## src/rtl/irq_cpu_if_pkg.sv

```systemverilog
package irq_cpu_if_pkg;
  localparam int ID_W   = 10;
  localparam int PRIO_W = 8;
  localparam int ADDR_W = 13;
  localparam int DATA_W = 32;

  localparam logic [ID_W-1:0] ID_NONE = 10'd1023;

  localparam logic [ADDR_W-1:0] OFF_CTRL  = 13'h000;
  localparam logic [ADDR_W-1:0] OFF_PMASK = 13'h004;
  localparam logic [ADDR_W-1:0] OFF_ACK   = 13'h00C;
  localparam logic [ADDR_W-1:0] OFF_EOI   = 13'h010;
  localparam logic [ADDR_W-1:0] OFF_RUN   = 13'h014;
  localparam logic [ADDR_W-1:0] OFF_ERR   = 13'h01C;
  localparam logic [ADDR_W-1:0] OFF_DEACT = 13'h1000;

  localparam int CTRL_EN_BIT    = 0;
  localparam int CTRL_SPLIT_BIT = 9;

  typedef struct packed {
    logic              valid;
    logic [ID_W-1:0]   id;
    logic [PRIO_W-1:0] prio;
  } cand_t;
endpackage

```

## src/rtl/irq_cpu_if_select.sv

```systemverilog
module irq_cpu_if_select
  import irq_cpu_if_pkg::*;
#(
  parameter int N = 32
) (
  input  logic [N-1:0]        elig,
  input  logic [N*PRIO_W-1:0] prio_flat,
  output cand_t               best
);
  // Linear scan; strict compare keeps the lowest ID on equal priority.
  always_comb begin
    best.valid = 1'b0;
    best.id    = '0;
    best.prio  = '1;
    for (int i = 0; i < N; i++) begin
      if (elig[i] && (!best.valid || (prio_flat[i*PRIO_W +: PRIO_W] < best.prio))) begin
        best.valid = 1'b1;
        best.id    = ID_W'(i);
        best.prio  = prio_flat[i*PRIO_W +: PRIO_W];
      end
    end
  end
endmodule

```

## src/rtl/irq_cpu_if_stack.sv

```systemverilog
module irq_cpu_if_stack
  import irq_cpu_if_pkg::*;
#(
  parameter int DEPTH = 8
) (
  input  logic              clk,
  input  logic              rst_n,
  input  logic              push,
  input  logic              pop,
  input  logic [PRIO_W-1:0] push_prio,
  output logic [PRIO_W-1:0] top_prio,
  output logic              full,
  output logic              empty
);
  localparam int CW = $clog2(DEPTH + 1);

  logic [CW-1:0]     cnt_q, cnt_d;
  logic [PRIO_W-1:0] ent_q [DEPTH];
  logic              do_push, do_pop;

  assign full    = (cnt_q == CW'(DEPTH));
  assign empty   = (cnt_q == '0);
  assign do_push = push && !full;
  assign do_pop  = pop && !empty;

  always_comb begin
    cnt_d = cnt_q;
    if (do_push)     cnt_d = cnt_q + 1'b1;
    else if (do_pop) cnt_d = cnt_q - 1'b1;
  end

  always_ff @(posedge clk or negedge rst_n) begin
    if (!rst_n) cnt_q <= '0;
    else        cnt_q <= cnt_d;
  end

  for (genvar k = 0; k < DEPTH; k++) begin : g_ent
    logic ld;
    assign ld = do_push && (cnt_q == CW'(k));
    always_ff @(posedge clk or negedge rst_n) begin
      if (!rst_n)  ent_q[k] <= '0;
      else if (ld) ent_q[k] <= push_prio;
    end
  end

  // Idle running priority is all ones.
  always_comb begin
    top_prio = '1;
    for (int k = 0; k < DEPTH; k++) begin
      if (cnt_q == CW'(k + 1)) top_prio = ent_q[k];
    end
  end
endmodule

```

## src/rtl/irq_cpu_if_state.sv

```systemverilog
module irq_cpu_if_state
  import irq_cpu_if_pkg::*;
#(
  parameter int N = 32
) (
  input  logic            clk,
  input  logic            rst_n,
  input  logic [N-1:0]    set_vec,
  input  logic            take,
  input  logic [ID_W-1:0] take_id,
  input  logic            release_en,
  input  logic [ID_W-1:0] release_id,
  output logic [N-1:0]    pending,
  output logic [N-1:0]    active
);
  for (genvar i = 0; i < N; i++) begin : g_id
    logic hit_take, hit_rel, pend_d, act_d;
    assign hit_take = take && (take_id == ID_W'(i));
    assign hit_rel  = release_en && (release_id == ID_W'(i));

    always_comb begin
      pend_d = set_vec[i] | (pending[i] & ~hit_take);
      act_d  = (active[i] | hit_take) & ~hit_rel;
    end

    always_ff @(posedge clk or negedge rst_n) begin
      if (!rst_n) begin
        pending[i] <= 1'b0;
        active[i]  <= 1'b0;
      end else begin
        pending[i] <= pend_d;
        active[i]  <= act_d;
      end
    end
  end
endmodule

```

## src/rtl/irq_cpu_if.sv

```systemverilog
module irq_cpu_if
  import irq_cpu_if_pkg::*;
#(
  parameter int NUM_IRQ     = 32,
  parameter int STACK_DEPTH = 8
) (
  input  logic                      clk,
  input  logic                      rst_n,
  input  logic [NUM_IRQ-1:0]        src_set,
  input  logic [NUM_IRQ*PRIO_W-1:0] src_prio,
  input  logic                      bus_en,
  input  logic                      bus_we,
  input  logic [ADDR_W-1:0]         bus_addr,
  input  logic [DATA_W-1:0]         bus_wdata,
  output logic [DATA_W-1:0]         bus_rdata,
  output logic                      irq_out
);
  logic              ctrl_en_q, ctrl_en_d, ctrl_split_q, ctrl_split_d;
  logic [PRIO_W-1:0] pmask_q, pmask_d;
  logic              err_q, err_d;
  logic [NUM_IRQ-1:0] pend_vec, act_vec;
  cand_t             hp;
  logic [PRIO_W-1:0] run_prio;
  logic              stk_full, stk_empty;
  logic              wr, rd;
  logic              wr_ctrl, wr_pmask, wr_eoi, wr_deact, wr_err, rd_ack;
  logic              signal_ok, ack_take, rel_en;
  logic [ID_W-1:0]   wid, ack_id;
  logic              unused_wdata;

  assign wr  = bus_en && bus_we;
  assign rd  = bus_en && !bus_we;
  assign wid = bus_wdata[ID_W-1:0];
  assign unused_wdata = ^bus_wdata[DATA_W-1:ID_W];

  assign wr_ctrl  = wr && (bus_addr == OFF_CTRL);
  assign wr_pmask = wr && (bus_addr == OFF_PMASK);
  assign wr_eoi   = wr && (bus_addr == OFF_EOI);
  assign wr_deact = wr && (bus_addr == OFF_DEACT);
  assign wr_err   = wr && (bus_addr == OFF_ERR);
  assign rd_ack   = rd && (bus_addr == OFF_ACK);

  irq_cpu_if_select #(.N(NUM_IRQ)) u_sel (
    .elig      (pend_vec & ~act_vec),
    .prio_flat (src_prio),
    .best      (hp)
  );

  assign signal_ok = ctrl_en_q && hp.valid && (hp.prio < pmask_q) &&
                     (hp.prio < run_prio) && !stk_full;
  assign irq_out   = signal_ok;
  assign ack_id    = signal_ok ? hp.id : ID_NONE;
  assign ack_take  = rd_ack && signal_ok;

  // Release: combined-mode EOI, or split-mode deactivate.
  assign rel_en = (wr_eoi && !ctrl_split_q) || (wr_deact && ctrl_split_q);

  irq_cpu_if_stack #(.DEPTH(STACK_DEPTH)) u_stk (
    .clk       (clk),
    .rst_n     (rst_n),
    .push      (ack_take),
    .pop       (wr_eoi),
    .push_prio (hp.prio),
    .top_prio  (run_prio),
    .full      (stk_full),
    .empty     (stk_empty)
  );

  irq_cpu_if_state #(.N(NUM_IRQ)) u_st (
    .clk        (clk),
    .rst_n      (rst_n),
    .set_vec    (src_set),
    .take       (ack_take),
    .take_id    (hp.id),
    .release_en (rel_en),
    .release_id (wid),
    .pending    (pend_vec),
    .active     (act_vec)
  );

  always_comb begin
    ctrl_en_d    = ctrl_en_q;
    ctrl_split_d = ctrl_split_q;
    pmask_d      = pmask_q;
    err_d        = err_q;
    if (wr_ctrl) begin
      ctrl_en_d    = bus_wdata[CTRL_EN_BIT];
      ctrl_split_d = bus_wdata[CTRL_SPLIT_BIT];
    end
    if (wr_pmask) pmask_d = bus_wdata[PRIO_W-1:0];
    if (wr_err)   err_d   = 1'b0;
    if (wr_deact && !ctrl_split_q) err_d = 1'b1;
  end

  always_ff @(posedge clk or negedge rst_n) begin
    if (!rst_n) begin
      ctrl_en_q    <= 1'b0;
      ctrl_split_q <= 1'b0;
      pmask_q      <= '0;
      err_q        <= 1'b0;
    end else begin
      ctrl_en_q    <= ctrl_en_d;
      ctrl_split_q <= ctrl_split_d;
      pmask_q      <= pmask_d;
      err_q        <= err_d;
    end
  end

  always_comb begin
    bus_rdata = '0;
    case (bus_addr)
      OFF_CTRL: begin
        bus_rdata[CTRL_EN_BIT]    = ctrl_en_q;
        bus_rdata[CTRL_SPLIT_BIT] = ctrl_split_q;
      end
      OFF_PMASK: bus_rdata[PRIO_W-1:0] = pmask_q;
      OFF_ACK:   bus_rdata[ID_W-1:0]   = ack_id;
      OFF_RUN:   bus_rdata[PRIO_W-1:0] = run_prio;
      OFF_ERR:   bus_rdata[0]          = err_q;
      default:   bus_rdata = '0;
    endcase
  end
endmodule

```

## config.mk

```make
export PLATFORM = sky130hd
export DESIGN_NAME = irq_cpu_if
export DESIGN_NICKNAME = d
export VERILOG_FILES = /design/src/rtl/irq_cpu_if_pkg.sv /design/src/rtl/irq_cpu_if_select.sv /design/src/rtl/irq_cpu_if_stack.sv /design/src/rtl/irq_cpu_if_state.sv /design/src/rtl/irq_cpu_if.sv
export SDC_FILE = /design/constraint.sdc
export NUM_CORES = 1
export LEC_CHECK = 0
export ABC_AREA = 1
export ABC_CLOCK_PERIOD_IN_PS = 47400
export BUFFER_PORTS_ARGS = -buffer_cell sky130_fd_sc_hd__buf_2
export CAP_MARGIN = 20
export CORE_ASPECT_RATIO = 2
export CORE_MARGIN = 3
export CORE_UTILIZATION = 50
export CTS_CLUSTER_DIAMETER = 200
export DETAILED_ROUTE_END_ITERATION = 10
export PLACE_DENSITY = 0.76
export RECOVER_POWER = 25
export SLEW_MARGIN = 10
export SYNTH_ARGS = -nofsm -noshare
export SYNTH_HDL_FRONTEND = slang
export SYNTH_SLANG_ARGS = --single-unit
```

## constraint.sdc

```tcl
create_clock -name clk -period 47.4 [get_ports clk]
set_clock_uncertainty 0.1 [all_clocks]
set_input_delay 2.37 -clock clk [delete_from_list [all_inputs] [get_ports clk]]
set_output_delay 2.37 -clock clk [all_outputs]
set_load 0.005 [all_outputs]
```

==> key figures <==
Status
  – Status: finished, violations left
  – Failing checks: max-capacitance violations, max-slew violations

Setup path
  – Worst path slowest cell: ha_1
  – Crit. End Element: output port
  – Critical Path Source: src_prio[5]
  – Crit-path most repeated cell: nand2_1
  – R2R cell count: 323
  – Worst Path Class, Setup: input port to output port
  – Worst r2r src: u_st.active[0]
  – Setup crit start kind: input port
  – Slowest stage delay, CP: approximately 0.32 ns
  – WP data required: around 45 ns
  – Critical path peak fanout: 17
  – Worst EP arrival: 41.95 ns

Die
  – Die width: 146.5 um
  – Initial Util: 50.88%
  – Boundary pin count: 370
  – Core Region: a little under 40000 um^2
  – Placement Rows: 102
  – Die H: approximately 290 um
  – Die area: 42050 um^2

Synthesis
  – Avg Cell Area, Syn: between 6 and 7 um^2
  – Seq/Total Area, Yosys: 18.13%
  – Most frequent cell after synthesis: nand2_1
  – Syn Inst Count: ~3000
  – Top post-synthesis cells by area: dfrtp_1 (18%), nand2_1 (17%), ha_1 (11%), inv_1 (7.5%), nand3_1 (7.1%)
  – Cell Area, Synth: 19740 um^2
  – Yosys cell types: 66
  – Post-synth top area share: between 15 and 20%
  – Area leader, netlist: dfrtp_1
  – Post-synth ARST share: 100.0%
  – Number of synthesized flops with an enable pin: 0
  – YS warnings: 0
  – Synth Register Bits: 143
  – Synth top cells by count: nand2_1 (871), inv_1 (394), nand3_1 (282)
  – Top FF cell, synth: dfrtp_1

Detailed routing
  – Routed vias: 21821
  – Detailed Route WL: 62530 um
  – DR iter-0 viols: 1013
  – Via density: ~5.3
  – # DRC: 0
  – Routed len/inst: 15.07 um
  – Final ANT Viol Nets: 0
  – Total iterations of the first detailed-routing run: 7

Timing
  – Period minus WS final: 44.42 ns
  – # setup viols final: 0
  – Final Cycle Share: 93.71%
  – Max-slew headroom: -178.8%
  – Final hold slack: 0.3693 ns
  – Slew @ Worst Pin: around 4.2 ns
  – Final hold vios: 0
  – Post-route setup slack: 2.979 ns
  – Pins over their slew limit: 146
  – Fmax: between 20 and 25 MHz

Layout
  – Share of cells above drive strength 1: 27.93%
  – Area of the multi-input gates: between 10000 and 15000 um^2
  – Post-route cell area: 24200 um^2
  – Fin nets: between 4000 and 5000
  – Fillers: around 3800
  – Layout area overhead: 22.60%
  – Final Util: 62.38%
  – Sequential Area: 3578 um^2

Clocking
  – CTS tree: done
  – CTS hold repair buffers: 0
  – Root Buffer Master: clkbuf_16
  – Sinks on Clock Net: 143
  – Clk slew on worst S/H paths: ~0.060 ns
  – Worst skew pair latency: 0.44 ns
  – Num CTS Buffers: 17
  – # H-tree levels: 4
  – Max clock buf depth: 2

Place
  – Placement Setup Slack: 0.1416 ns
  – GP Congestion: 0.9687
  – Dpl cell area: 22610 um^2
  – PortBufs: about 330
  – Post-DP HPWL: between 50000 and 60000 um

Flow run
  – MaxCap Viol Count: 2

GRT
  – GRT Total Usage: 27.86%
  – Global route overflow: 0
  – Initial antenna violation count: 26
  – Global-route wire length before repair: 96370 um
  – Vias in the first global route: a little over 20000
  – Pin count of the biggest net entering global routing: 79

Min path
  – HP Class: flop to flop
  – Hold Startpoint: u_stk.ent_q[46]
  – Hold Path Cell Cnt: 2

Power and ir drop
  – PD cells: around 12 nW/um^2
  – Leak pwr: ~0.015 uW
  – VDD IR max: around 0.022 mV
  – Total Power: 301.4 uW
## critical path: cells and delay by family
family                   cells  cell delay [ns]
AO/OA/AOI/OAI               73            11.21
buffers and inverters       43             4.02
adder cells (fa/ha/maj)     32             8.88
AND/OR/NAND/NOR            173            15.30
## final cells by class
cell class / count / area share [%]
inverters: 440 / 7.026
clock buffers: 21 / 1.944
repair buffers: 579 / 14.79
clock inverters: 11 / 0.5377
flip-flops and latches: 143 / 14.79
well taps: 520 / 2.688
repair inverters: 1 / 0.02068
diodes: 26 / 0.2688
multi-input cells: 2407 / 57.94
## metal layers
| layer | global-route usage, % | share of wire (%) | vias to the layer above |
|---|---|---|---|
| met5 | 0 | 0.021 | - |
| met4 | 18.02 | 7.1 | 2 |
| met3 | 2.793 | 4.1 | 220 |
| met2 | 55.96 | 55 | 651 |
| met1 | 26.06 | 33 | 9934 |
| li1 | - | - | 11014 |
## final timing paths
check | endpoint | slack (ns)
worst max-delay path | bus_rdata[9] | 2.98
worst min-delay path | u_stk.ent_q[46] | 0.37
worst max register to register | u_stk.ent_q[5] | 6.21
worst min register to register | u_stk.ent_q[46] | 0.37
max in group asynchronous | u_stk.ent_q[9] | 38.83
min in group asynchronous | u_stk.cnt_q[1] | 3.05
## kinds of logic after synthesis
logic type / after synthesis / share of synthesized area [%]
AND/OR/NAND/NOR: 1848 / 45.70
buffers and inverters: 538 / 13.86
AO/OA/AOI/OAI: 354 / 10.91
adder cells (fa/ha/maj): 175 / 11.09
flip-flops: 143 / 18.13
XOR/XNOR: 3 / 0.1331
multiplexers: 3 / 0.1648
other: 1 / 0.01900
## where the power goes
group	switching, uW	internal, uW
Clock	55.0	82.0
Combinational	24.5	17.7
Sequential	0.0136	122
Total	79.5	222
## what timing repair did
item / CTS / global route
pin swaps: 0 / 35
gates resized for setup: 3 / 167
endpoints found under the setup margin: 10 / 143
buffers inserted: 0 / 51
cloned: 0 / 3
## sequential cells by signal, indices dropped and copies added, names as in the netlist
| signal | count |
|---|---|
| ctrl_en_q | 1 |
| u_stk.ent_q | 64 |
| u_st.active | 32 |
| err_q | 1 |
| u_st.pending | 32 |
| pmask_q | 8 |
| u_stk.cnt_q | 4 |
| ctrl_split_q | 1 |
## stage by stage
step	TNS, ns	cells
CTS	0	4068
detailed placement	0	4036
global route	-3.577	4145
floorplan	0	3086
global placement	0	4036
finish	0	4148
## cell usage in the layout (no fill, tap or decap), drive strengths merged, types with 2 or more instances in the layout
cell type and n:
nand2 1070, buf 577, inv 438, nor2 298, nand3 296, ha 175, o21ai 145, dfrtp 143
nand4 111, a21oi 88, a211oi 36, a21o 32, nand3b 29, diode 26, nor3 25, clkbuf 23
conb 22, o21bai 20, nor4 13, o221ai 12, clkinv 7, o22ai 6, o21a 5, clkinvlp 4
xor2 3, and2 3, bufinv 3, or2 3, a22oi 2, mux2 2
Power figures use the tool's default switching activity.
